**src/rtl/spi_tag_scanner.sv**
```systemverilog
module spi_tag_scanner #(
  parameter int          SCAN_LIMIT    = 8,
  parameter int          PAYLOAD_BYTES = 4,
  parameter int          CRC_BYTES     = 2,
  parameter int          ACK_WINDOW    = 4,
  parameter logic [3:0]  DATA_TAG      = 4'hF,
  parameter logic [3:0]  RSP_TAG       = 4'hC,
  parameter logic [3:0]  LAST_TYPE     = 4'h3
) (
  input  logic       clk,
  input  logic       rst_n,
  input  logic       start,
  input  logic       mode,
  input  logic       crc_en,
  input  logic       byte_valid,
  input  logic [7:0] byte_in,
  output logic       busy,
  output logic       found,
  output logic       error,
  output logic       pay_valid,
  output logic [7:0] pay_data
);

  localparam int CW = $clog2(SCAN_LIMIT + 1);
  localparam int PW = $clog2(PAYLOAD_BYTES + CRC_BYTES + 1);
  localparam int WW = $clog2(ACK_WINDOW);

  typedef enum logic [2:0] {IDLE, SEEK, PAY, COLLECT, EVAL} state_t;

  state_t        state;
  logic          mode_q;
  logic [CW-1:0] seek_cnt;
  logic [PW-1:0] pay_left;
  logic [WW-1:0] widx;
  logic [7:0]    win [ACK_WINDOW];

  logic          hit;
  logic [WW-1:0] sel;
  logic          ack_ok;

  always_comb begin
    hit = 1'b0;
    sel = '0;
    for (int i = 0; i < ACK_WINDOW - 1; i++)
      if (win[i][7:4] == RSP_TAG) begin
        hit = 1'b1;
        sel = WW'(i);
      end
  end

  assign ack_ok = hit && (win[sel][3:0] == LAST_TYPE) && (win[sel + 1'b1] == 8'h00);
  assign busy   = (state != IDLE);

  always_ff @(posedge clk or negedge rst_n) begin
    if (!rst_n) begin
      state     <= IDLE;
      mode_q    <= 1'b0;
      seek_cnt  <= '0;
      pay_left  <= '0;
      widx      <= '0;
      found     <= 1'b0;
      error     <= 1'b0;
      pay_valid <= 1'b0;
      pay_data  <= '0;
      for (int i = 0; i < ACK_WINDOW; i++) win[i] <= '0;
    end else begin
      pay_valid <= 1'b0;
      if (start) begin
        found    <= 1'b0;
        error    <= 1'b0;
        mode_q   <= mode;
        seek_cnt <= '0;
        widx     <= '0;
        pay_left <= crc_en ? PW'(PAYLOAD_BYTES + CRC_BYTES) : PW'(PAYLOAD_BYTES);
        state    <= mode ? COLLECT : SEEK;
      end else begin
        case (state)
          SEEK: if (byte_valid) begin
            if (byte_in[7:4] == DATA_TAG) begin
              state <= PAY;
            end else if (seek_cnt == CW'(SCAN_LIMIT - 1)) begin
              error <= 1'b1;
              state <= IDLE;
            end else begin
              seek_cnt <= seek_cnt + 1'b1;
            end
          end
          PAY: if (byte_valid) begin
            pay_valid <= 1'b1;
            pay_data  <= byte_in;
            pay_left  <= pay_left - 1'b1;
            if (pay_left == PW'(1)) begin
              found <= 1'b1;
              state <= IDLE;
            end
          end
          COLLECT: if (byte_valid) begin
            win[widx] <= byte_in;
            widx      <= widx + 1'b1;
            if (widx == WW'(ACK_WINDOW - 1)) state <= EVAL;
          end
          EVAL: begin
            found <= ack_ok;
            error <= !ack_ok;
            state <= IDLE;
          end
          default: state <= IDLE;
        endcase
      end
    end
  end

  a_r9_exclusive: assert property (@(posedge clk) disable iff (!rst_n)
    !(found && error));
  a_r9_found_held: assert property (@(posedge clk) disable iff (!rst_n)
    (found && !start) |=> found);
  a_r9_error_held: assert property (@(posedge clk) disable iff (!rst_n)
    (error && !start) |=> error);
  a_r1_start_clears: assert property (@(posedge clk) disable iff (!rst_n)
    start |=> (!found && !error && !pay_valid && busy));
  a_r3_scan_bound: assert property (@(posedge clk) disable iff (!rst_n)
    seek_cnt < CW'(SCAN_LIMIT));
  a_r4_pay_bound: assert property (@(posedge clk) disable iff (!rst_n)
    pay_left <= PW'(PAYLOAD_BYTES + CRC_BYTES));
  a_r5_no_pay_in_ack: assert property (@(posedge clk) disable iff (!rst_n)
    mode_q |-> !pay_valid);
  a_r9_idle_quiet: assert property (@(posedge clk) disable iff (!rst_n)
    (!busy && !start) |=> (!pay_valid && $stable(found) && $stable(error)));

endmodule

```
**config.mk**
```make
export PLATFORM = sky130hd
export DESIGN_NAME = spi_tag_scanner
export DESIGN_NICKNAME = d
export VERILOG_FILES = /design/src/rtl/spi_tag_scanner.sv
export SDC_FILE = /design/constraint.sdc
export NUM_CORES = 1
export LEC_CHECK = 0
export BUFFER_PORTS_ARGS = -buffer_cell sky130_fd_sc_hd__buf_2
export CORE_ASPECT_RATIO = 1.25
export CORE_UTILIZATION = 43
export DETAILED_ROUTE_END_ITERATION = 7
export MAX_ROUTING_LAYER = met4
export PLACE_DENSITY = 0.74
export SLEW_MARGIN = 0
export SYNTH_ARGS = -nofsm -noshare
export SYNTH_HDL_FRONTEND = slang
export SYNTH_SLANG_ARGS = --single-unit
```
**constraint.sdc**
```tcl
create_clock -name clk -period 1.7 [get_ports clk]
set_clock_uncertainty 0.1 [all_clocks]
set_input_delay 0.085 -clock clk [delete_from_list [all_inputs] [get_ports clk]]
set_output_delay 0.085 -clock clk [all_outputs]
set_load 0.01 [all_outputs]
```
==> results by group, run 1 <==
Finish
  • Number of nets in the final layout: 278
  • Final Util: 0.584
  • Non-Filler Instances: 322
  • Area added between synthesis and finish: 29.4%
  • Ratio of cells with drive above 1 in the final layout: 0.450
  • Area of all placed cells without fillers: 3220 µm²
  • Count of filler cells inserted in the layout: 449
  • Antenna diode instance count: 0

Drt
  • Iter 0 DRT Violations: 46
  • Post-DRT Antenna Nets: 0
  • Count of vias placed by the detailed router: 1731
  • Detailed-routing iteration count for the pre-antenna-repair pass: 4
  • DRC violation count after routing: 0
  • DR vias/cell: 5.38
  • Total Routed Length: 5.04 mm
  • Average wire length per cell after detail routing: 15.7 µm

STA
  • Number of slew-limit violations in the final report: 0
  • Post-Route Setup TNS: -0.172 ns
  • Final critical-path required period: 1.77 ns
  • Tightest hold margin: 0.00257 ns
  • Worst slew margin relative to its limit: 0.775
  • Post-layout worst setup margin: -0.0659 ns
  • Number of failing setup endpoints in the final timing report: 4
  • Number of hold violations in the final report: 0
  • Least-Margin Pin Slew: 0.335 ns
  • Unrepaired setup endpoints after global routing: true
  • Maximum clock frequency: 0.566 GHz
  • Part of the cycle the worst path needs: 1.04

Synthesis
  • Parity-gate share of the synthesized area counting xor and xnor cells: 0.0211
  • Flip-flop cell with the highest count after synthesis: sky130_fd_sc_hd__dfrtp_1
  • Gate count of the mapped netlist: 196
  • Combinational family with the most area after synthesis: multiplexers
  • Post-synthesis average cell area: 12.7 µm²
  • Post-Synth Simple-Gate Area: 0.146
  • Area of the mapped netlist: 2490 µm²
  • Sequential element share of the synthesized area: 0.552
  • Post-synth ARST share: 1.00
  • Fraction of the mapped netlist area in compound gates: 0.0452
  • Synthesized Nets: 217
  • Warnings, synthesis: 0
  • Mux contribution to synthesized area: 0.185
  • Arithmetic-cell share of the synthesized area counting full adders, half adders and majority gates: 0.0352
  • Count of flip-flops with a built-in enable after synthesis: 0
  • Number of library cell types mapped by synthesis: 38
  • Flops & latches, synth: 55

Pwr
  • Overall Power: 3.20 mW
  • Worst vdd ir: 0.000731 V
  • Pleak: 1.55 nW
  • Pwr dens: 994 nW/µm²

Critical path
  • Endpoint required time on the critical path: 1.81 ns
  • Data arrival time of the critical path: 1.88 ns
  • Crit. End Element: flip-flop
  • Critical Path, Cell by Cell: ha_2 -> and3b_2 -> nor4b_4 -> nand3_1 -> xnor2_1 -> and2_1
  • Launching element type of the critical path: flip-flop
  • Cell at the slowest stage of the critical path: sky130_fd_sc_hd__dfrtp_1
  • Maximum fanout along the worst path: 5
  • Maximum single-stage delay on the critical path: 0.41 ns
  • Path type of the worst setup path: reg -> reg

Global routing
  • Met2 demand-to-capacity share in global routing: 0.315
  • Antenna violations before repair: 0
  • Routing usage on met1: 0.214
  • Remaining global-route overflow: 0
  • Gr busiest metal: met2
  • Number of global-route vias before repair: 1724
  • Global-route track usage on met3: 0.0313
  • Largest net degree at the start of global routing: 56
  • Wire length of the first global-routing pass: 8.30 mm
  • Global-route total usage across every layer: 0.180

CTS
  • Clock tree root buffer cell: sky130_fd_sc_hd__clkbuf_8
  • Htree depth: 2
  • CTS tree: built
  • Clock insertion delay at the later pin of the skew report: 0.31 ns
  • Maximum root-to-sink buffer count: 2
  • Clock-pin slew on the worst setup and hold paths: 0.10 ns
  • Number of buffers created by CTS: 5
  • # clock sinks: 55

Floorplanning
  • Total I/O pin count: 26
  • Std cell rows: 30
  • Core region area: 5520 µm²
  • Die outline area: 6100 µm²
  • Vertical die dimension: 87.1 µm
  • Horiz. Die Dim: 70.1 µm
  • Initial core utilization: 0.451

Placed design
  • Cells after DPL: 300
  • Total half-perimeter wirelength after legalization and detailed placement: 3.50 mm
  • Final estimated routing congestion in global placement: 0.873
  • Number of buffer cells added on primary ports: 25
  • Placed instance area: 2860 µm²
  • Setup slack at placement: -0.0994 ns

Run status
  • Violated checks: negative setup slack
  • Status: finished, violations left

Run
  • Max capacitance violation total: 0

Hold path
  • Hold WC Path Type: in -> reg
==> placed cells by master (no fill, tap or decap), types with 2 or more instances in the layout <==
cell / netlist / layout
sky130_fd_sc_hd__nor2_1: 10 / 10
sky130_fd_sc_hd__ha_1: 7 / 6
sky130_fd_sc_hd__xnor2_1: 4 / 4
sky130_fd_sc_hd__inv_1: 6 / 6
sky130_fd_sc_hd__nor4_1: 5 / 3
sky130_fd_sc_hd__or3_1: 3 / 3
sky130_fd_sc_hd__dlygate4sd3_1: 0 / 8
sky130_fd_sc_hd__buf_2: 0 / 25
sky130_fd_sc_hd__nand2_1: 13 / 12
sky130_fd_sc_hd__nand4_1: 2 / 2
sky130_fd_sc_hd__dfrtp_1: 55 / 54
sky130_fd_sc_hd__a21oi_1: 4 / 3
sky130_fd_sc_hd__nor4bb_1: 2 / 2
sky130_fd_sc_hd__nand3_1: 7 / 6
sky130_fd_sc_hd__mux2_1: 2 / 2
sky130_fd_sc_hd__o21ai_0: 4 / 4
sky130_fd_sc_hd__buf_12: 0 / 2
sky130_fd_sc_hd__and3_1: 2 / 2
sky130_fd_sc_hd__clkbuf_8: 0 / 6
sky130_fd_sc_hd__mux2_2: 38 / 35
sky130_fd_sc_hd__nor4_4: 0 / 2
sky130_fd_sc_hd__buf_4: 0 / 22
sky130_fd_sc_hd__nand2b_1: 6 / 5
sky130_fd_sc_hd__xor2_1: 2 / 2
sky130_fd_sc_hd__mux2_4: 0 / 3
==> cell families (layout without fill, tap and decap cells) <==
group	after synthesis	in the layout
adders and majority gates	7	7
xor gates and xnor gates	6	6
DFF	55	55
buffers and inverters	10	72
AOI/OAI and AO/OA	16	16
and+or+nand+nor	61	61
muxes	41	41
==> routing by layer <==
| metal | vias to the layer above | part of all wire | routed length (µm) |
|---|---|---|---|
| met5 | - | 0 | 0 |
| met4 | 0 | 0.017 | 85 |
| met3 | 10 | 0.019 | 98 |
| met2 | 26 | 0.52 | 2640 |
| met1 | 872 | 0.44 | 2220 |
| li1 | 823 | - | - |
==> repair_timing <==
| item | CTS | global route |
|---|---|---|
| hold endpoints to repair | 74 | 0 |
| setup endpoints to repair | 13 | 46 |
| pin swaps | 6 | 17 |
| cloned | 0 | 1 |
| hold buffers | 8 | 0 |
| buffers inserted | 2 | 3 |
| gates resized for setup | 2 | 18 |
==> critical path: cells and delay by family (launching register included) <==
kind,cells,cell delay (ns)
simple gates,4,0.83
xor+xnor,1,0.14
flops,1,0.41
fa+ha+maj,1,0.19
==> where the power goes <==
group	leakage [nW]	switching [mW]	internal (mW)
Clock	0.0618	0.415	0.484
Combinational	0.762	0.274	0.374
Sequential	0.722	0.144	1.51
Total	1.55	0.832	2.37
==> path summary, 6_finish.rpt <==
kind | from | endpoint | slack [ns] | depth (start not counted)
min | byte_in[5] | pay_data[5]$_DFFE_PN0P_ | 0.003 | 2
min reg2reg | pay_data[6]$_DFFE_PN0P_ | pay_data[6]$_DFFE_PN0P_ | 0.41 | 1
max in group asynchronous | rst_n | pay_data[7]$_DFFE_PN0P_ | 1.06 | 3
min in group asynchronous | rst_n | state[2]$_DFFE_PN0P_ | 0.20 | 3
max reg2reg | seek_cnt[1]$_DFFE_PN0P_ | seek_cnt[3]$_DFFE_PN0P_ | -0.07 | 6
max | seek_cnt[1]$_DFFE_PN0P_ | seek_cnt[3]$_DFFE_PN0P_ | -0.07 | 6
==> cell type report <==
class | count | area [µm²] | share of cell area
flip-flops and latches | 55 | 1380 | 0.427
multi-input cells | 131 | 1190 | 0.368
repair buffers | 58 | 435 | 0.135
clock buffers | 6 | 82.6 | 0.0256
well taps | 64 | 80.1 | 0.0248
clock inverters | 2 | 38.8 | 0.0120
inverters | 6 | 22.5 | 0.00699
==> cells in the mapped netlist (all sizes together), types with 2 or more instances <==
library cell / number / share of area
xor2: 2 / 0.0070
and4bb: 2 / 0.012
nor4: 6 / 0.018
nor2: 11 / 0.018
and3: 2 / 0.0050
inv: 6 / 0.0090
xnor2: 4 / 0.014
mux2: 40 / 0.18
or3: 3 / 0.0075
nand2b: 6 / 0.015
ha: 7 / 0.035
clkbuf: 4 / 0.0060
and3b: 2 / 0.0070
nand4: 2 / 0.0050
nor4bb: 2 / 0.0080
nand3: 7 / 0.014
dfrtp: 55 / 0.55
a21oi: 4 / 0.0080
o21ai: 4 / 0.0080
nand2: 13 / 0.020
==> registers in the layout, indices dropped and copies added (netlist names) <==
signal / flops
pay_valid: 1
widx: 2
state: 3
found: 1
seek_cnt: 4
error: 1
pay_left: 3
pay_data: 8
win: 32
Note: power is estimated with default switching activity, not from simulation.
==> run 2, diff against run 1 <==
==> constraint.sdc (replaced) <==
create_clock -name clk -period 1.7 [get_ports clk]
set_clock_uncertainty 0.1 [all_clocks]
set_input_delay 0.34 -clock clk [delete_from_list [all_inputs] [get_ports clk]]
set_output_delay 0.34 -clock clk [all_outputs]
set_load 0.01 [all_outputs]
==> results by group, run 2 (same netlist as run 1, synthesis figures left out) <==
Run status
  • Status: finished, violations left (unchanged)
  • Violated checks: negative setup slack (unchanged)

Finish
  • Biggest registers after layout: win x32, pay_data x8, seek_cnt x4 (unchanged)
  • Antenna diode instance count: 0 (unchanged)
  • Area added between synthesis and finish: 24.4% (was 29.4%)
  • Count of filler cells inserted in the layout: 470 (was 449)
  • Leading cell types in the layout, fill and taps excluded: sky130_fd_sc_hd__dfrtp_1 (55), sky130_fd_sc_hd__mux2_2 (38), sky130_fd_sc_hd__buf_4 (27), sky130_fd_sc_hd__buf_2 (25), sky130_fd_sc_hd__nand2_1 (11) (was sky130_fd_sc_hd__dfrtp_1 (54), sky130_fd_sc_hd__mux2_2 (35), sky130_fd_sc_hd__buf_2 (25), sky130_fd_sc_hd__buf_4 (22), sky130_fd_sc_hd__nand2_1 (12))
  • Non-Filler Instances: 321 (was 322)
  • Ratio of cells with drive above 1 in the final layout: 0.455 (was 0.450)
  • Most common library cell in the layout ignoring fill and taps: sky130_fd_sc_hd__dfrtp_1 (unchanged)
  • Number of nets in the final layout: 277 (was 278)
  • Final Util: 0.561 (was 0.584)
  • Max reg flops: 32 (unchanged)
  • Reg with most FFs: win (unchanged)

Critical path
  • Launching element type of the critical path: flip-flop (unchanged)
  • Crit. End Element: output pin (was flip-flop)
  • Path type of the worst setup path: reg -> out (was reg -> reg)
  • Maximum fanout along the worst path: 5 (unchanged)
  • Endpoint required time on the critical path: 1.26 ns (was 1.81 ns)
  • Data arrival time of the critical path: 1.32 ns (was 1.88 ns)

STA
  • Post-layout worst setup margin: -0.0629 ns (was -0.0659 ns)
  • Post-Route Setup TNS: -0.139 ns (was -0.172 ns)
  • Part of the cycle the worst path needs: 1.04 (about the same)
  • Number of hold violations in the final report: 0 (unchanged)
  • Least-Margin Pin Slew: 0.354 ns (was 0.335 ns)
  • Number of slew-limit violations in the final report: 0 (unchanged)
  • Final critical-path required period: 1.76 ns (was 1.77 ns)
  • Maximum clock frequency: 0.567 GHz (was 0.566 GHz)
  • Worst slew margin relative to its limit: 0.764 (was 0.775)
  • Tightest hold margin: 0.139 ns (was 0.00257 ns)
  • Unrepaired setup endpoints after global routing: true (unchanged)
  • Number of failing setup endpoints in the final timing report: 3 (was 4)

Global routing
  • Largest net degree at the start of global routing: 43 (was 56)
  • Global-route total usage across every layer: 0.179 (was 0.180)
  • Wire length of the first global-routing pass: 8.13 mm (was 8.30 mm)
  • Antenna violations before repair: 0 (unchanged)
  • Number of global-route vias before repair: 1724 (unchanged)
  • Remaining global-route overflow: 0 (unchanged)

Floorplanning
  • Die outline area: 6100 µm² (unchanged)
  • Vertical die dimension: 87.1 µm (unchanged)
  • Std cell rows: 30 (unchanged)
  • Core region area: 5520 µm² (unchanged)
  • Horiz. Die Dim: 70.1 µm (unchanged)
  • Initial core utilization: 0.451 (unchanged)
  • Total I/O pin count: 26 (unchanged)

Pwr
  • Pleak: 1.51 nW (was 1.55 nW)
  • Worst vdd ir: 0.000626 V (was 0.000731 V)
  • Fraction of power consumed by combinational cells: 0.206 (was 0.202)
  • Sw power: 0.799 mW (was 0.832 mW)
  • Internal power component: 2.14 mW (was 2.37 mW)
  • Switching portion of total power: 0.272 (was 0.260)
  • Fraction of power consumed by sequential logic: 0.557 (was 0.517)
  • Relative contribution of the clock network to total power: 0.237 (was 0.281)
  • Pwr dens: 950 nW/µm² (was 994 nW/µm²)

CTS
  • Number of buffers created by CTS: 5 (unchanged)
  • Clock insertion delay at the later pin of the skew report: 0.30 ns (was 0.31 ns)
  • Htree depth: 2 (unchanged)
  • CTS tree: built (unchanged)
  • Clock tree root buffer cell: sky130_fd_sc_hd__clkbuf_8 (unchanged)
  • Clock-pin slew on the worst setup and hold paths: 0.09 ns (was 0.10 ns)
  • Maximum root-to-sink buffer count: 2 (unchanged)
  • # clock sinks: 55 (unchanged)

Drt
  • Total Routed Length: 4.97 mm (was 5.04 mm)
  • Detailed-routing iteration count for the pre-antenna-repair pass: 4 (unchanged)
  • DRC violation count after routing: 0 (unchanged)
  • Iter 0 DRT Violations: 39 (was 46)
  • DR vias/cell: 5.37 (was 5.38)
  • Count of vias placed by the detailed router: 1725 (was 1731)
  • Average wire length per cell after detail routing: 15.5 µm (was 15.7 µm)
  • Post-DRT Antenna Nets: 0 (unchanged)

Hold path
  • Hold WC Path Type: in -> reg (unchanged)

Placed design
  • Total half-perimeter wirelength after legalization and detailed placement: 3.71 mm (was 3.50 mm)
  • Cells after DPL: 305 (was 300)
  • Number of buffer cells added on primary ports: 25 (unchanged)
  • Final estimated routing congestion in global placement: 0.849 (was 0.873)

Run
  • Max capacitance violation total: 0 (unchanged)
run 2: cell types whose count changed in the layout (fill, tap and decap cells not counted), sizes merged:
cell	change
clkbuf	-2
bufinv	-1
buf	+7
dlygate4sd3	-7
clkinvlp	+2
clkinv	+1
inv	-1
run 2: critical path, stage by stage, from the launching register on:
cell and delay (ns):
sky130_fd_sc_hd__dfrtp_1 0.42, sky130_fd_sc_hd__buf_6 0.14, sky130_fd_sc_hd__or3_1 0.32, sky130_fd_sc_hd__buf_2 0.14
run 2: per-stage QoR:
stage	instance area [µm²]	power, mW	worst slack, ns
after CTS	3020	2.95	-0.0779
after global placement	2900	2.21	-0.0600
after floorplan	2500	1.99	0.00346
after detailed placement	2900	2.24	-0.113
after global routing	3100	3.10	-0.138
final	3100	2.94	-0.0629
run 2: path summary, 6_finish.rpt:
| check | from | endpoint | slack [ns] | cells past startpoint |
|---|---|---|---|---|
| max | state[0]$_DFFE_PN0P_ | busy | -0.06 | 3 |
| min | crc_en | pay_left[1]$_DFFE_PN0P_ | 0.14 | 3 |
| max reg2reg | win[23]$_DFFE_PN0P_ | error$_DFFE_PN0P_ | -0.05 | 5 |
| min reg2reg | pay_data[7]$_DFFE_PN0P_ | pay_data[7]$_DFFE_PN0P_ | 0.41 | 1 |
| max in group asynchronous | rst_n | pay_data[7]$_DFFE_PN0P_ | 0.61 | 3 |
| min in group asynchronous | rst_n | found$_DFFE_PN0P_ | 0.36 | 2 |
run 2: timing repair:
item	CTS	global route
gates resized for setup	4	8
hold endpoints to repair	13	0
hold buffers	1	0
endpoints found under the setup margin	6	47
pin swaps	11	7
setup buffers	2	5
run 2: area by class of cell:
class,instances,area [µm²],area share
Sequential cell,55,1380,0.444
Inverter,6,22.5,0.00727
Clock inverter,3,20.0,0.00646
Tap cell,64,80.1,0.0258
Timing Repair Buffer,57,400,0.129
Multi-Input combinational cell,131,1130,0.365
Clock buffer,5,68.8,0.0222
run 2: metal layers:
metal  GRT usage  vias to the layer above  share of wire
li1            -                      820              -
met1       0.201                      863           0.43
met2       0.308                       31           0.52
met3      0.0382                       11          0.028
met4      0.0782                        0          0.026
met5           -                        -              0
run 2: power groups by stage:
stage	clock network (mW)	logic, mW	registers [mW]
6_report	0.696	0.607	1.64
5_1_grt	0.778	0.660	1.66
4_1_cts	0.722	0.591	1.64
3_5_place_dp	0	0.577	1.66
3_3_place_gp	0	0.560	1.65
2_1_floorplan	0	0.330	1.66
